[config.mk]
export PLATFORM = sky130hd
export DESIGN_NAME = sqs_sram16
export DESIGN_NICKNAME = d
export VERILOG_FILES = /design/src/rtl/sqs_pkg.sv /design/src/rtl/sqs_row_dec.sv /design/src/rtl/sqs_col_demux.sv /design/src/rtl/sqs_cell_array.sv /design/src/rtl/sqs_col_mux.sv /design/src/rtl/sqs_sram16.sv
export SDC_FILE = /design/constraint.sdc
export NUM_CORES = 1
export LEC_CHECK = 0
export CAP_MARGIN = 20
export CORE_ASPECT_RATIO = 1.4
export CORE_MARGIN = 2
export CORE_UTILIZATION = 50
export CTS_BUF_LIST = sky130_fd_sc_hd__clkbuf_16
export DETAILED_ROUTE_END_ITERATION = 7
export PLACE_DENSITY = 0.7
export SETUP_SLACK_MARGIN = 0.2
export SLEW_MARGIN = 25
export SYNTH_ARGS = -nofsm -noshare
export SYNTH_HDL_FRONTEND = slang
export SYNTH_SLANG_ARGS = --single-unit
[constraint.sdc]
create_clock -name clk -period 4.27 [get_ports clk]
set_input_delay 0.854 -clock clk [delete_from_list [all_inputs] [get_ports clk]]
set_output_delay 0.854 -clock clk [all_outputs]
set_load 0.1 [all_outputs]
[src/rtl/sqs_pkg.sv]
package sqs_pkg;

  typedef enum logic [1:0] {
    ACC_IDLE  = 2'd0,
    ACC_READ  = 2'd1,
    ACC_WRITE = 2'd2
  } acc_e;

  // Strobe decode: deselect wins, then write, then read.
  function automatic acc_e decode_access(input logic cs_n, input logic we_n,
                                         input logic oe_n);
    if (cs_n)       return ACC_IDLE;
    else if (!we_n) return ACC_WRITE;
    else if (!oe_n) return ACC_READ;
    else            return ACC_IDLE;
  endfunction

  // Flat cell index from row and column.
  function automatic int cell_index(input int row, input int col, input int ncols);
    return row * ncols + col;
  endfunction

endpackage

[src/rtl/sqs_row_dec.sv]
module sqs_row_dec #(
  parameter int ROW_W = 2,
  localparam int ROWS = 1 << ROW_W
) (
  input  logic [ROW_W-1:0] row,
  input  logic             en,
  output logic [ROWS-1:0]  wl
);
  for (genvar r = 0; r < ROWS; r++) begin : g_wl
    assign wl[r] = en && (row == ROW_W'(r));
  end
endmodule

[src/rtl/sqs_col_demux.sv]
module sqs_col_demux #(
  parameter int COL_W = 2,
  localparam int COLS = 1 << COL_W
) (
  input  logic [COL_W-1:0] col,
  input  logic             en,
  output logic [COLS-1:0]  bl
);
  for (genvar c = 0; c < COLS; c++) begin : g_bl
    assign bl[c] = en && (col == COL_W'(c));
  end
endmodule

[src/rtl/sqs_cell_array.sv]
module sqs_cell_array #(
  parameter int ROWS = 4,
  parameter int COLS = 4,
  localparam int CELLS = ROWS * COLS
) (
  input  logic             clk,
  input  logic             rst_n,
  input  logic [ROWS-1:0]  wl,
  input  logic [COLS-1:0]  bl,
  input  logic             din,
  output logic [CELLS-1:0] cells
);
  for (genvar r = 0; r < ROWS; r++) begin : g_row
    for (genvar c = 0; c < COLS; c++) begin : g_col
      localparam int IDX = r * COLS + c;
      always_ff @(posedge clk or negedge rst_n) begin
        if (!rst_n)              cells[IDX] <= 1'b0;
        else if (wl[r] && bl[c]) cells[IDX] <= din;
      end
    end
  end
endmodule

[src/rtl/sqs_col_mux.sv]
module sqs_col_mux #(
  parameter int ROW_W = 2,
  parameter int COL_W = 2,
  localparam int ROWS  = 1 << ROW_W,
  localparam int COLS  = 1 << COL_W,
  localparam int CELLS = ROWS * COLS
) (
  input  logic [CELLS-1:0] cells,
  input  logic [ROWS-1:0]  wl,
  input  logic [COL_W-1:0] col,
  output logic             bit_out
);
  logic [COLS-1:0] row_word;

  // Wordline-gated OR of all rows, as a shared bitline would see it.
  always_comb begin
    row_word = '0;
    for (int r = 0; r < ROWS; r++) begin
      row_word = row_word | (cells[r*COLS +: COLS] & {COLS{wl[r]}});
    end
  end

  assign bit_out = row_word[col];
endmodule

[src/rtl/sqs_sram16.sv]
module sqs_sram16 #(
  parameter int ROW_W = 2,
  parameter int COL_W = 2,
  parameter bit ROW_FROM_HIGH = 1'b1
) (
  input  logic                   clk,
  input  logic                   rst_n,
  input  logic [ROW_W+COL_W-1:0] addr,
  input  logic                   cs_n,
  input  logic                   we_n,
  input  logic                   oe_n,
  input  logic                   dat_in,
  output logic                   dat_out,
  output logic                   dat_oe
);
  import sqs_pkg::*;

  localparam int AW    = ROW_W + COL_W;
  localparam int ROWS  = 1 << ROW_W;
  localparam int COLS  = 1 << COL_W;
  localparam int CELLS = ROWS * COLS;

  logic [ROW_W-1:0] row_sel;
  logic [COL_W-1:0] col_sel;
  acc_e             acc;
  logic             wr_fire;
  logic             rd_fire;
  logic [ROWS-1:0]  wl_wr;
  logic [ROWS-1:0]  wl_rd;
  logic [COLS-1:0]  bl_wr;
  logic [CELLS-1:0] cells;
  logic             rd_bit;

  if (ROW_FROM_HIGH) begin : g_row_hi
    assign row_sel = addr[AW-1 -: ROW_W];
    assign col_sel = addr[COL_W-1:0];
  end else begin : g_row_lo
    assign row_sel = addr[ROW_W-1:0];
    assign col_sel = addr[AW-1 -: COL_W];
  end

  assign acc     = decode_access(cs_n, we_n, oe_n);
  assign wr_fire = (acc == ACC_WRITE);
  assign rd_fire = (acc == ACC_READ);

  sqs_row_dec #(.ROW_W(ROW_W)) u_dec_wr (.row(row_sel), .en(wr_fire), .wl(wl_wr));
  sqs_row_dec #(.ROW_W(ROW_W)) u_dec_rd (.row(row_sel), .en(rd_fire), .wl(wl_rd));

  sqs_col_demux #(.COL_W(COL_W)) u_demux (.col(col_sel), .en(wr_fire), .bl(bl_wr));

  sqs_cell_array #(.ROWS(ROWS), .COLS(COLS)) u_array (
    .clk(clk), .rst_n(rst_n), .wl(wl_wr), .bl(bl_wr), .din(dat_in), .cells(cells)
  );

  sqs_col_mux #(.ROW_W(ROW_W), .COL_W(COL_W)) u_mux (
    .cells(cells), .wl(wl_rd), .col(col_sel), .bit_out(rd_bit)
  );

  assign dat_oe  = rd_fire;
  assign dat_out = rd_fire & rd_bit;
endmodule

==> summary.txt <==
first-pass GRT wire length -> 2860 microns
fill count -> 144
Post-Route WL -> 1710 microns
Lkg Pwr -> 0.466 nW
commonest non-fill, non-tap cells in the layout -> dfrtp_1, nand2_1, mux2_2
clk_skew -> 0 ps
worst slew pin tran -> 678 ps
Crit Path Category -> primary input to output port
GRT Util Overall -> 20.1%
Final period util -> 85.8%
DRT iter0 DRCs -> 7
Core Region -> 1730 sq um
crit path max fanout -> 9
share of layout cells above drive strength 1 -> 27.7%
Synth async-reset ratio -> 100%
area grow syn2layout -> 22.6%
fmax -> 0.273 GHz
Layout Utilization -> 64.6%
die height -> 54.6 microns
Vias -> 594
EDFF count, synth -> 0
Yosys cell types -> 21
Pint -> 351 uW
Final Wtd Congestion -> 0.776
Hold Path Class -> flip-flop to flip-flop
DP Wirelength -> 1220 microns
Num CTS Buffers -> 3
global route overflow -> 0
Routed Antenna Nets -> 0
Initial Utilization -> 52.7%
post-CTS setup buffer count -> 0
clk root buf -> clkbuf_16
Max Slew Vio Count -> 0
RSZ-0062 raised after global routing -> no
max_cap viols -> 0
largest net degree at the start of global routing -> 17
Clock Power Share -> 39.3%
wire per inst -> 16.6 microns
mean area per synthesized cell -> 12.5 sq um
Synth Register Bits -> 16
fin nets -> 95
Top FF cell, synth -> dfrtp_1
CTS sink count -> 16
post-cts resize count -> 0
register share of total power -> 43.0%
cts hold-fix bufs -> 0
Comb pwr share -> 17.8%
sequential share of the synthesized area -> 43.8%
# IOs -> 12
multi-input logic area -> 514 sq um
vias in the first global route -> 608
final hold vios -> 0
Worst Slack Setup Final -> 608 ps
register with the most flip-flops -> u_array.cells
Port Buffers -> 11
maximum vdd drop -> 0.253 mV
Die X -> 40.1 microns
Reg area -> 400 sq um
crit end category -> output port
Post-Place Setup Slack -> 606 ps
max reg flops -> 16
Critical Path RT -> 3420 ps
syn nets -> 83
status -> finished, final reports clean
Total Neg Setup Slack -> 0 ps
WHS -> 486 ps
die area -> 2190 sq um
Slew headroom -> 54.7%
H-tree levels -> 1
drt via density -> 5.77
commonest non-fill, non-tap cell in the layout -> dfrtp_1
Reg clk slew, reported paths -> 50 ps
pwr dens -> 408 nW/um^2
fin crit period -> 3660 ps
biggest regs -> u_array.cells: 16 flops
cells after synthesis -> 73
Skew-Pair Late Insertion Delay -> 250 ps
CTS tree -> built
R2R setup slack -> 3480 ps
Critical Path Source Type -> primary input
CP arrival -> 2810 ps
DRC errors left -> 0
initial antenna violation count -> 0
switching pwr -> 106 uW
number of warnings issued by yosys -> 0
n_diodes -> 0
Setup Viol. Count Final -> 0
synthesized cell area -> 913 sq um
clk buf depth -> 2
FP Rows -> 18
First-pass DRT Iterations -> 2
switch share -> 23.3%
## final cells by class
class / count / share of cell area [%]
multi-input cells: 53 / 45.9
flip-flops and latches: 16 / 35.8
repair buffers: 11 / 9.39
clock buffers: 3 / 6.70
well taps: 20 / 2.23
## logic make-up after synthesis
logic type	after synthesis	synth area share, %
DFF	16	43.8
AOI/OAI and AO/OA	2	1.37
muxes	21	30.8
buffers and inverters	4	2.74
and+or+nand+nor	30	21.2
## metrics by stage
step	std cells	cell area (sq um)	power [mW]
6_report	103	1120	0.457
5_1_grt	103	1120	0.476
4_1_cts	103	1120	0.460
3_5_place_dp	100	1040	0.280
3_3_place_gp	100	1040	0.277
2_1_floorplan	73	940	0.253
## routing by layer
metal  vias up  GRT usage [%]  routed length (microns)
li1        290              -                        -
met1       290           27.6                      790
met2        10           29.0                      814
met3         4           4.88                       75
met4         0           10.3                       25
met5         -              0                        0
## path summary, 6_finish.rpt
| check | startpoint | to | cells past startpoint |
|---|---|---|---|
| worst max-delay path | addr[2] | dat_out | 5 |
| worst min-delay path | u_array.cells[9] | u_array.cells[9] | 1 |
| worst max register to register | u_array.cells[7] | u_array.cells[7] | 1 |
| worst min register to register | u_array.cells[9] | u_array.cells[9] | 1 |
| max in group asynchronous | rst_n | u_array.cells[15] | 1 |
| min in group asynchronous | rst_n | u_array.cells[8] | 1 |
## cells in the mapped netlist (2+ instances only)
master | instances | area (sq um)
buf_2 | 2 | 10.0
dfrtp_1 | 16 | 400
mux2_1 | 7 | 78.8
mux2_2 | 11 | 124
mux4_1 | 3 | 78.8
nand2_1 | 12 | 45.0
nand3_1 | 5 | 25.0
nor2b_1 | 3 | 18.8
o22ai_1 | 2 | 12.5
## worst max-delay path: stages
cell and delay (ps):
clkdlybuf4s50_1 750, mux4_1 610, o22ai_1 280, nor4b_4 70
buf_4 240
## power by group through the flow
stage	Combinational, mW	Clock (mW)	Sequential [mW]
floorplan	0.0610	0	0.192
finish	0.0811	0.179	0.196
global route	0.0886	0.188	0.199
global placement	0.0796	0	0.197
CTS	0.0823	0.181	0.196
detailed placement	0.0817	0	0.199
Power figures use the tool's default switching activity.
